$ cat src/rtl/apr_pkg.sv
package apr_pkg;

    typedef enum logic [3:0] {
        ST_IDLE,
        ST_ADDR_LO,
        ST_ADDR_HI,
        ST_DATA,
        ST_FILL,
        ST_CRC1_LO,
        ST_CRC1_HI,
        ST_HASH_START,
        ST_HASH_WAIT,
        ST_MAC,
        ST_CRC2_LO,
        ST_CRC2_HI,
        ST_TAIL
    } apr_state_e;

    localparam logic [15:0] CRC_POLY_REFL = 16'hA001;

    // One byte of reflected CRC16, LSB of the data first.
    function automatic logic [15:0] crc16_step(input logic [15:0] c, input logic [7:0] d);
        logic [15:0] r;
        r = c;
        for (int i = 0; i < 8; i++) begin
            if (r[0] ^ d[i]) r = (r >> 1) ^ CRC_POLY_REFL;
            else             r = r >> 1;
        end
        return r;
    endfunction

endpackage

$ cat src/rtl/apr_crc16.sv
module apr_crc16
    import apr_pkg::*;
(
    input  logic        clk,
    input  logic        rst_n,
    input  logic        clr,
    input  logic        en,
    input  logic [7:0]  din,
    output logic [15:0] crc
);
    always_ff @(posedge clk or negedge rst_n) begin
        if (!rst_n)   crc <= '0;
        else if (clr) crc <= '0;
        else if (en)  crc <= crc16_step(crc, din);
    end
endmodule

$ cat src/rtl/apr_mac_buf.sv
module apr_mac_buf #(
    parameter int MAC_BYTES = 20,
    localparam int MAC_W    = MAC_BYTES * 8,
    localparam int IDX_W    = $clog2(MAC_BYTES)
) (
    input  logic             clk,
    input  logic             rst_n,
    input  logic             load,
    input  logic [MAC_W-1:0] mac_in,
    input  logic [IDX_W-1:0] idx,
    output logic [7:0]       byte_o
);
    logic [MAC_W-1:0] mac_q;
    logic [7:0]       lane [MAC_BYTES];

    always_ff @(posedge clk or negedge rst_n) begin
        if (!rst_n)    mac_q <= '0;
        else if (load) mac_q <= mac_in;
    end

    for (genvar g = 0; g < MAC_BYTES; g++) begin : g_lane
        assign lane[g] = mac_q[g*8 +: 8];
    end

    always_comb begin
        byte_o = '0;
        for (int k = 0; k < MAC_BYTES; k++)
            if (idx == IDX_W'(k)) byte_o = lane[k];
    end
endmodule

$ cat src/rtl/auth_page_reader.sv
module auth_page_reader
    import apr_pkg::*;
#(
    parameter logic [7:0] CMD_CODE   = 8'hA5,
    parameter int         PAGE_BYTES = 32,
    parameter int         MEM_BYTES  = 128,
    parameter int         MAC_BYTES  = 20,
    parameter logic [7:0] FILL_BYTE  = 8'hFF,
    parameter logic [7:0] TAIL_BYTE  = 8'hAA,
    localparam int        OFS_W      = $clog2(PAGE_BYTES),
    localparam int        ADDR_W     = $clog2(MEM_BYTES),
    localparam int        PG_W       = ADDR_W - OFS_W,
    localparam int        MAC_W      = MAC_BYTES * 8,
    localparam int        IDX_W      = $clog2(MAC_BYTES)
) (
    input  logic              clk,
    input  logic              rst_n,
    input  logic              bus_reset,
    input  logic              rx_valid,
    input  logic [7:0]        rx_byte,
    input  logic              tx_req,
    output logic              tx_valid,
    output logic [7:0]        tx_byte,
    output logic [ADDR_W-1:0] mem_addr,
    input  logic [7:0]        mem_rdata,
    input  logic              arm_set,
    output logic              seq_arm,
    output logic              hash_start,
    input  logic              hash_done,
    input  logic [MAC_W-1:0]  hash_mac,
    output logic [PG_W-1:0]   hash_page
);
    apr_state_e       state, state_nx;
    logic [7:0]       ta_lo, ta_hi;
    logic [OFS_W-1:0] offs;
    logic [IDX_W-1:0] mac_idx;
    logic [15:0]      crc;
    logic [7:0]       mac_byte, cur_byte, crc_din;
    logic             addr_ok, rx_state, sending, rx_take, tx_take;
    logic             crc_en, crc_clr, mac_load;

    // ---------------- decode ----------------
    assign addr_ok    = ({ta_hi, ta_lo} < 16'(MEM_BYTES));
    assign mem_addr   = {ta_lo[ADDR_W-1:OFS_W], offs};
    assign hash_page  = ta_lo[ADDR_W-1:OFS_W];
    assign hash_start = (state == ST_HASH_START);
    assign mac_load   = (state == ST_HASH_WAIT) && hash_done;

    assign rx_state = (state == ST_IDLE) || (state == ST_ADDR_LO) || (state == ST_ADDR_HI);
    assign sending  = (state == ST_DATA)    || (state == ST_FILL)    ||
                      (state == ST_CRC1_LO) || (state == ST_CRC1_HI) ||
                      (state == ST_MAC)     || (state == ST_CRC2_LO) ||
                      (state == ST_CRC2_HI) || (state == ST_TAIL);
    assign rx_take  = rx_valid && rx_state &&
                      ((state != ST_IDLE) || (rx_byte == CMD_CODE));
    assign tx_take  = tx_req && sending;

    always_comb begin
        unique case (state)
            ST_DATA:               cur_byte = addr_ok ? mem_rdata : FILL_BYTE;
            ST_CRC1_LO, ST_CRC2_LO: cur_byte = ~crc[7:0];
            ST_CRC1_HI, ST_CRC2_HI: cur_byte = ~crc[15:8];
            ST_MAC:                cur_byte = mac_byte;
            ST_TAIL:               cur_byte = TAIL_BYTE;
            default:               cur_byte = FILL_BYTE;
        endcase
    end

    assign crc_din = rx_state ? rx_byte : cur_byte;
    assign crc_en  = rx_take ||
                     (tx_take && ((state == ST_DATA) || (state == ST_FILL) || (state == ST_MAC)));
    assign crc_clr = bus_reset || (state == ST_HASH_START);

    // ---------------- next state ----------------
    always_comb begin
        state_nx = state;
        unique case (state)
            ST_IDLE:       if (rx_take) state_nx = ST_ADDR_LO;
            ST_ADDR_LO:    if (rx_take) state_nx = ST_ADDR_HI;
            ST_ADDR_HI:    if (rx_take) state_nx = ST_DATA;
            ST_DATA:       if (tx_take && offs == OFS_W'(PAGE_BYTES - 1)) state_nx = ST_FILL;
            ST_FILL:       if (tx_take) state_nx = ST_CRC1_LO;
            ST_CRC1_LO:    if (tx_take) state_nx = ST_CRC1_HI;
            ST_CRC1_HI:    if (tx_take) state_nx = ST_HASH_START;
            ST_HASH_START: state_nx = ST_HASH_WAIT;
            ST_HASH_WAIT:  if (hash_done) state_nx = ST_MAC;
            ST_MAC:        if (tx_take && mac_idx == IDX_W'(MAC_BYTES - 1)) state_nx = ST_CRC2_LO;
            ST_CRC2_LO:    if (tx_take) state_nx = ST_CRC2_HI;
            ST_CRC2_HI:    if (tx_take) state_nx = ST_TAIL;
            ST_TAIL:       state_nx = ST_TAIL;
            default:       state_nx = ST_IDLE;
        endcase
    end

    // ---------------- state register ----------------
    always_ff @(posedge clk or negedge rst_n) begin
        if (!rst_n)         state <= ST_IDLE;
        else if (bus_reset) state <= ST_IDLE;
        else                state <= state_nx;
    end

    // ---------------- outputs and context ----------------
    always_ff @(posedge clk or negedge rst_n) begin
        if (!rst_n) begin
            tx_valid <= 1'b0;
            tx_byte  <= '0;
            seq_arm  <= 1'b0;
            ta_lo    <= '0;
            ta_hi    <= '0;
            offs     <= '0;
            mac_idx  <= '0;
        end else if (bus_reset) begin
            tx_valid <= 1'b0;
            offs     <= '0;
            mac_idx  <= '0;
        end else begin
            tx_valid <= tx_take;
            if (tx_take) tx_byte <= cur_byte;
            if (state == ST_ADDR_LO && rx_take) ta_lo <= rx_byte;
            if (state == ST_ADDR_HI && rx_take) begin
                ta_hi   <= rx_byte;
                offs    <= ta_lo[OFS_W-1:0];
                seq_arm <= 1'b0;
            end else if (arm_set) begin
                seq_arm <= 1'b1;
            end
            if (state == ST_DATA && tx_take) offs <= offs + 1'b1;
            if (mac_load) mac_idx <= '0;
            else if (state == ST_MAC && tx_take) mac_idx <= mac_idx + 1'b1;
        end
    end

    apr_crc16 u_crc (
        .clk   (clk),
        .rst_n (rst_n),
        .clr   (crc_clr),
        .en    (crc_en),
        .din   (crc_din),
        .crc   (crc)
    );

    apr_mac_buf #(.MAC_BYTES(MAC_BYTES)) u_mac (
        .clk    (clk),
        .rst_n  (rst_n),
        .load   (mac_load),
        .mac_in (hash_mac),
        .idx    (mac_idx),
        .byte_o (mac_byte)
    );

    // ---------------- assertions ----------------
    AST_ARM_CLEAR: assert property (@(posedge clk) disable iff (!rst_n)
        (state == ST_DATA && $past(state) == ST_ADDR_HI) |-> !seq_arm);
    AST_START_PULSE: assert property (@(posedge clk) disable iff (!rst_n)
        hash_start |=> !hash_start);
    AST_WAIT_SILENT: assert property (@(posedge clk) disable iff (!rst_n)
        ($past(state) == ST_HASH_WAIT) |-> !tx_valid);
    AST_TAIL_HOLD: assert property (@(posedge clk) disable iff (!rst_n)
        (state == ST_TAIL && !bus_reset) |=> (state == ST_TAIL));
    AST_BUS_IDLE: assert property (@(posedge clk) disable iff (!rst_n)
        bus_reset |=> (state == ST_IDLE && !tx_valid));
    AST_TX_ON_REQ: assert property (@(posedge clk) disable iff (!rst_n)
        tx_valid |-> $past(tx_req));
endmodule

$ cat config.mk
export PLATFORM = sky130hd
export DESIGN_NAME = auth_page_reader
export DESIGN_NICKNAME = d
export VERILOG_FILES = /design/src/rtl/apr_pkg.sv /design/src/rtl/apr_crc16.sv /design/src/rtl/apr_mac_buf.sv /design/src/rtl/auth_page_reader.sv
export SDC_FILE = /design/constraint.sdc
export NUM_CORES = 1
export LEC_CHECK = 0
export ABC_AREA = 1
export BUFFER_PORTS_ARGS = -buffer_cell sky130_fd_sc_hd__buf_2
export CAP_MARGIN = 10
export CORE_UTILIZATION = 35
export DETAILED_ROUTE_END_ITERATION = 12
export PLACE_DENSITY = 0.5
export SLEW_MARGIN = 20
export SYNTH_ARGS = -nofsm -noshare
export SYNTH_HDL_FRONTEND = slang
export SYNTH_SLANG_ARGS = --single-unit
$ cat constraint.sdc
create_clock -name clk -period 8.4 [get_ports clk]
set_clock_uncertainty 0.15 [all_clocks]
set_input_delay 0.84 -clock clk [delete_from_list [all_inputs] [get_ports clk]]
set_output_delay 0.84 -clock clk [all_outputs]
set_load 0.02 [all_outputs]
Word level (Yosys, flattened, before mapping)
Cells that the tools add are included.
Storage, ports and cells
  word-level logic and storage cells: 183
  output and inout bits: 20
  bits of input ports: 183
  bits in registers: 216
Operators by class
  reductions and logical operators: 38
  magnitude comparators: 1
  equality and inequality tests: 44
  $add $sub $neg: 2
  bitwise gates (word level): 19
  multiplexer cells: 69
Operators by type and width (count)
  two-way mux 16 bit: 24
  two-way mux 8 bit: 22
  case mux 4 bit (13 select lines): 1
  two-way mux 4 bit: 12
  == test 5 x 4 -> 1 bit, second input constant: 8
  case mux 8 bit (5 select lines): 1
  two-way mux 5 bit: 6
  != test 3 bit, second input constant: 9
  == test 5 bit, second input constant: 5
  NOT 2 -> 3 bit: 8
  == test 4 bit, second input constant: 5
  == test 5 x 3 -> 1 bit, second input constant: 4
  == test 4 x 3 -> 1 bit, second input constant: 4
  less-than comparator 16 x 8 -> 1 bit, second input constant: 1
  NOT 8 bit: 2
  logical OR 1 bit: 13
  logical AND 1 bit: 11
  AND reduction 11 bit: 1
  adder 5 x 1 -> 5 bit, second input constant: 2
  == test 5 x 2 -> 1 bit, second input constant: 2
  == test 4 x 2 -> 1 bit, second input constant: 2
  == test 8 bit, second input constant: 1
  AND reduction 2 bit: 4
  bitwise XOR 1 bit: 8
  11 further kinds: 17

Longest topological paths before layout
  depth after elaboration: 55
  gate-level depth with buffers: 45
  gate-level depth less buffers: 44

Cells and area by module
Synthesis repeated with hierarchy kept, for this count alone.
Unflattened totals
  cell total of the unflattened synthesis: 1245
  area, all modules: 10913.0 um^2
By module, submodules not included
  apr_mac_buf: cells each 775, area an instance 7378.3 um^2, times used 1
  auth_page_reader: cells each 349, area an instance 2464.9 um^2, times used 1
  apr_crc16: cells each 121, area an instance 1069.8 um^2, times used 1

Worst setup path before layout
Ideal clock, no wire load.
  kind: register to register
  start: reg mac_idx[0]
  end: reg u_crc.crc[13]
  data arrival time: 3.200 ns
  data required time: 8.132 ns
  slack: 4.933 ns
  setup time: 0.118 ns
  clock period less this slack: 3.467 ns
  cell stages (with the launch flop): 43
  cells stage by stage: dfrtp_1 > inv_1 > ha_1 > buf_4 > inv_1 > nor2_1 > nand2_2 > o21ai_0 > inv_1 > nand2_1 > nand2_1 > nand2_1 > nand2_1 > nand2_1 > nand3_1 > nand2_1 > nand3_1 > nand3_1 > [... 7 more ...] > nand2_1 > nand2_1 > nand2_1 > nand2_1 > nand2_1 > nand2_1 > nand3_1 > nand2_1 > nand2_1 > nand2_1 > nand2_2 > nand2_1 > nand2_1 > nand3_2 > nand2_2 > nand2_1 > nand3_1 > nand2_1
On the way
  longest elaborated chain between the ends: 55
Ends and longest elaborated chain
  start: declaration: RTL line auth_page_reader.sv:36  | logic [IDX_W-1:0] mac_idx;
  start signal: assignment: RTL line auth_page_reader.sv:129  | else if (state == ST_MAC && tx_take) mac_idx <= mac_idx + 1'b1;
  zero test 5 bit: RTL line apr_mac_buf.sv:28  | if (idx == IDX_W'(k)) byte_o = lane[k];
  two-way mux 8 bit (19 in a row): RTL line apr_mac_buf.sv:28
  two-way mux 8 bit *: RTL line apr_mac_buf.sv:28
  case mux 8 bit (5 select lines) *: RTL line auth_page_reader.sv:59  | unique case (state)
  two-way mux 8 bit *: RTL line auth_page_reader.sv:69  | assign crc_din = rx_state ? rx_byte : cur_byte;
  bitwise XOR 1 bit: RTL line apr_pkg.sv:26  | if (r[0] ^ d[i]) r = (r >> 1) ^ CRC_POLY_REFL;
  two-way mux 16 bit: RTL line apr_pkg.sv:26
  two-way mux 16 bit: RTL line apr_crc16.sv:14  | else if (en) crc <= crc16_step(crc, din);
  [... 21 more ...]
  bitwise XOR 1 bit: RTL line apr_pkg.sv:26
  two-way mux 16 bit: RTL line apr_pkg.sv:26
  two-way mux 16 bit: RTL line apr_crc16.sv:14
  two-way mux 16 bit: RTL line apr_crc16.sv:13  | else if (clr) crc <= '0;
  bitwise XOR 1 bit: RTL line apr_pkg.sv:26
  two-way mux 16 bit *: RTL line apr_pkg.sv:26
  two-way mux 16 bit *: RTL line apr_crc16.sv:14
  two-way mux 16 bit *: RTL line apr_crc16.sv:13
  end signal: assignment: RTL line apr_crc16.sv:14
  end: declaration: RTL line apr_crc16.sv:9  | output logic [15:0] crc
Mark *: on every way between the ends. The rest lies on a longest branch, timed or not. The select of a mux whose other input is x is not followed.
A chain may end at the register's enable or synchronous reset.

Worst setup path after layout
  start: reg mac_idx[0]
  end: reg u_crc.crc[0]
On the way
  longest elaborated chain between the ends: 55
Ends and longest elaborated chain (RTL line)
  zero test 5 bit: apr_mac_buf.sv:28
  two-way mux 8 bit (19 in a row): apr_mac_buf.sv:28
  two-way mux 8 bit *: apr_mac_buf.sv:28
  case mux 8 bit (5 select lines) *: auth_page_reader.sv:59
  two-way mux 8 bit *: auth_page_reader.sv:69
  bitwise XOR 1 bit: apr_pkg.sv:26
  two-way mux 16 bit: apr_pkg.sv:26
  two-way mux 16 bit: apr_crc16.sv:14
  [... 21 more ...]
  bitwise XOR 1 bit: apr_pkg.sv:26
  two-way mux 16 bit: apr_pkg.sv:26
  two-way mux 16 bit: apr_crc16.sv:14
  two-way mux 16 bit: apr_crc16.sv:13
  bitwise XOR 1 bit *: apr_pkg.sv:26
  two-way mux 16 bit *: apr_pkg.sv:26
  two-way mux 16 bit *: apr_crc16.sv:14
  two-way mux 16 bit *: apr_crc16.sv:13
Marks and branches as above.

==> impl_metrics.toml <==
[cts]
cts_max_level = 1
clock_latency_ns = 0.53
root_buffer = "clkbuf_16"
cts_hold_buf = 0
cts_buffer_depth = 3
cts.sinks = 216
cts_setup_buffers = 0
cts-resized-gates = 0
clkSlewWorstSetupHoldPaths_ns = 0.06
cts_made_buffers = 26
tritoncts = "done"

[critical_path]
r2r_start = "mac_idx[0]"
rrSetupSlack_ns = 3.77
path_class = "reg2reg"
arrival_ns = 4.90
reg2reg_depth = 43
cpPeakStageDelay_ns = 0.48
crit_path_start_kind = "register"
worstPathRequired_ns = 8.67
cp-end-kind = "register"
cp_common_cell = "nand2_1"
reg2reg_to = "u_crc.crc[0]"
worstPathBufferInverterCount = 3
cp_max_fo = 11
path_delay_family = "simple AND/OR/NAND/NOR gates"
crit_slowest_cell = "ha_1"

[flow_run]
maxCapViolations = 0

[synthesis]
yosysWarningCount = 0
syn_area_sq_um = 11200
synth-main-ff-cell = "dfrtp_1"
ys_seq_area_share_pct = 48.3
ys_ff_latch = 216
synth_edf_count = 0
synthDominantCellAreaShare_pct = 48.3
synth.avg_cell_area_sq_um = 8.87
synth_fp_nets = 1453
netlist_instances = 1263
netlist-cell-type-count = 42
ys_async_sr_fraction_pct = 100
yosys-top-cells-area = "dfrtp_1 (48%), mux2_2 (16%), nand2_1 (10%), inv_1 (5.5%), o21ai_0 (3.4%)"
synth_top_area_cell = "dfrtp_1"

[routing]
vias_per_cell = 4.76
ant_nets = 0
vias = 8972
firstDrtPassIters = 5
wire_per_inst_um = 16.3
drc = 0
wl_mm = 30.7
drtIter0Drc = 393

[timing]
hold_viol_final = 0
rsz0062_at_grt = "no"
setup_viol_count_final = 0
max_freq_mhz = 216
period_minus_slack_ns = 4.63
worst_pin_slew_ns = 1.01
relSlewSlack_pct = 33.0
finalSetupTns_ns = 0
final_max_slew_viol_count = 0
finalCritPeriodShare_pct = 55.2

[floorplanning]
die_y_um = 181
ios = 203
start_util_pct = 35.5
core_area_sq_um = 31600
rows = 65
die_x_um = 181
dieArea_sq_um = 32700

[global_route]
grt_max_degree = 135
grt.total_usage_pct = 18.8
grt_remaining_overflow = 0
grt_pass1_vias = 9011
antenna_found_initial = 2
grt_pass1_wl_mm = 48.7

[finish]
n_fill_cell = 3221
postLayoutCellArea_sq_um = 13600
final_common_cell = "nand2_1"
most-common-layout-cells = "nand2_1 (303), dfrtp_1 (216), buf_2 (201), inv_1 (163), mux2_2 (158)"
nets = 1651
drive_above_1_share_pct = 31.5
syn_to_final_growth_pct = 21.3

[status]
outcome = "complete, no violations"

[power]
leakage_uw = 0.00732
ir_worst_vdd_uv = 126
p_per_area_nw_per_um2 = 263

[placement]
gp_congestion = 0.850
dp_hpwl_mm = 22.7
dpl-instance-area_sq_um = 12600
portBuffers = 202

[hold_path]
hp-class = "in2async"
## cell families (layout without fill, tap and decap cells)
kind of cell    count (synthesis)  after routing  share of synthesized area [%]
simple gates                  508            508                           19.6
buf+inv                       219            437                           7.67
flops                         216            216                           48.3
mux                           161            161                           16.2
compound gates                150            150                           7.41
fa+ha+maj                       7              7                          0.782
xor+xnor                        2              2                          0.156
other cells                     0              1                              0
## synth_stat cells, types with 2 or more instances
| cell | n |
|---|---|
| clkbuf_1 | 24 |
| clkinv_1 | 4 |
| nand3_1 | 72 |
| a21oi_1 | 30 |
| or2_0 | 3 |
| inv_1 | 163 |
| o221ai_1 | 2 |
| nor2_1 | 65 |
| or2_2 | 9 |
| buf_4 | 5 |
| o21ai_1 | 4 |
| o21ai_0 | 77 |
| nor3_1 | 3 |
| a31oi_1 | 2 |
| dfrtp_1 | 216 |
| o211ai_1 | 4 |
| nand2_2 | 17 |
| o311ai_0 | 2 |
| inv_2 | 17 |
| o32ai_1 | 2 |
| nor2_4 | 3 |
| ha_1 | 7 |
| nand3_2 | 2 |
| mux2_2 | 158 |
| nand4_1 | 10 |
| xor2_1 | 2 |
| mux2i_1 | 3 |
| nor2_2 | 9 |
| buf_6 | 2 |
| o22ai_1 | 22 |
| nor3b_1 | 7 |
| nand2_1 | 304 |
| nor4_1 | 2 |
| buf_2 | 3 |
## per-layer routing
metal  up-vias  wire length, um  track usage [%]
met5         -               13                0
met3        41             1470             2.98
met1      4234            15100             27.2
met4         2              510             4.07
met2       196            13600             29.4
li1       4499                -                -
## report_power, final
group	total (uW)	internal, uW	switching (uW)
Clock	1270	818	456
Sequential	1400	1270	138
Combinational	894	359	535
Total	3570	2440	1130
## per-stage QoR
stage	hold slack (ns)	util, %	setup slack (ns)	cells	total power (uW)
floorplan	0.298	-	4.93	1263	2030
global placement	0.319	39.9	3.81	1835	2310
detailed placement	0.322	39.9	3.74	1835	2320
CTS	0.221	43.1	3.72	1883	3620
global route	0.243	43.1	3.24	1884	3800
finish	0.197	43.1	3.77	1884	3570
## how the worst max path moves through the flow
stage	from	cells after the start	slack, ns	to
6_report	mac_idx[0]	43	3.77	u_crc.crc[0]
3_3_place_gp	mac_idx[0]	43	3.81	u_crc.crc[13]
4_1_cts	mac_idx[0]	43	3.72	u_crc.crc[0]
5_1_grt	mac_idx[0]	43	3.24	u_crc.crc[0]
3_5_place_dp	mac_idx[0]	43	3.74	u_crc.crc[0]
2_1_floorplan	mac_idx[0]	42	4.93	u_crc.crc[13]
## area by class of cell
cell class / count / area (sq um) / area share, %
well taps: 402 / 503 / 3.70
diodes: 1 / 2.50 / 0.0184
multi-input cells: 828 / 4940 / 36.4
inverters: 184 / 691 / 5.08
flip-flops and latches: 216 / 5410 / 39.8
clock inverters: 9 / 178 / 1.31
clock buffers: 39 / 811 / 5.97
repair buffers: 205 / 1050 / 7.76
## registers in the layout, indices dropped and copies added (netlist names)
register / flops
u_crc.crc: 16
tx_byte: 8
offs: 5
seq_arm: 1
ta_lo: 8
mac_idx: 5
tx_valid: 1
state: 4
u_mac.mac_q: 160
ta_hi: 8
Note: power is estimated with default switching activity, not from simulation.
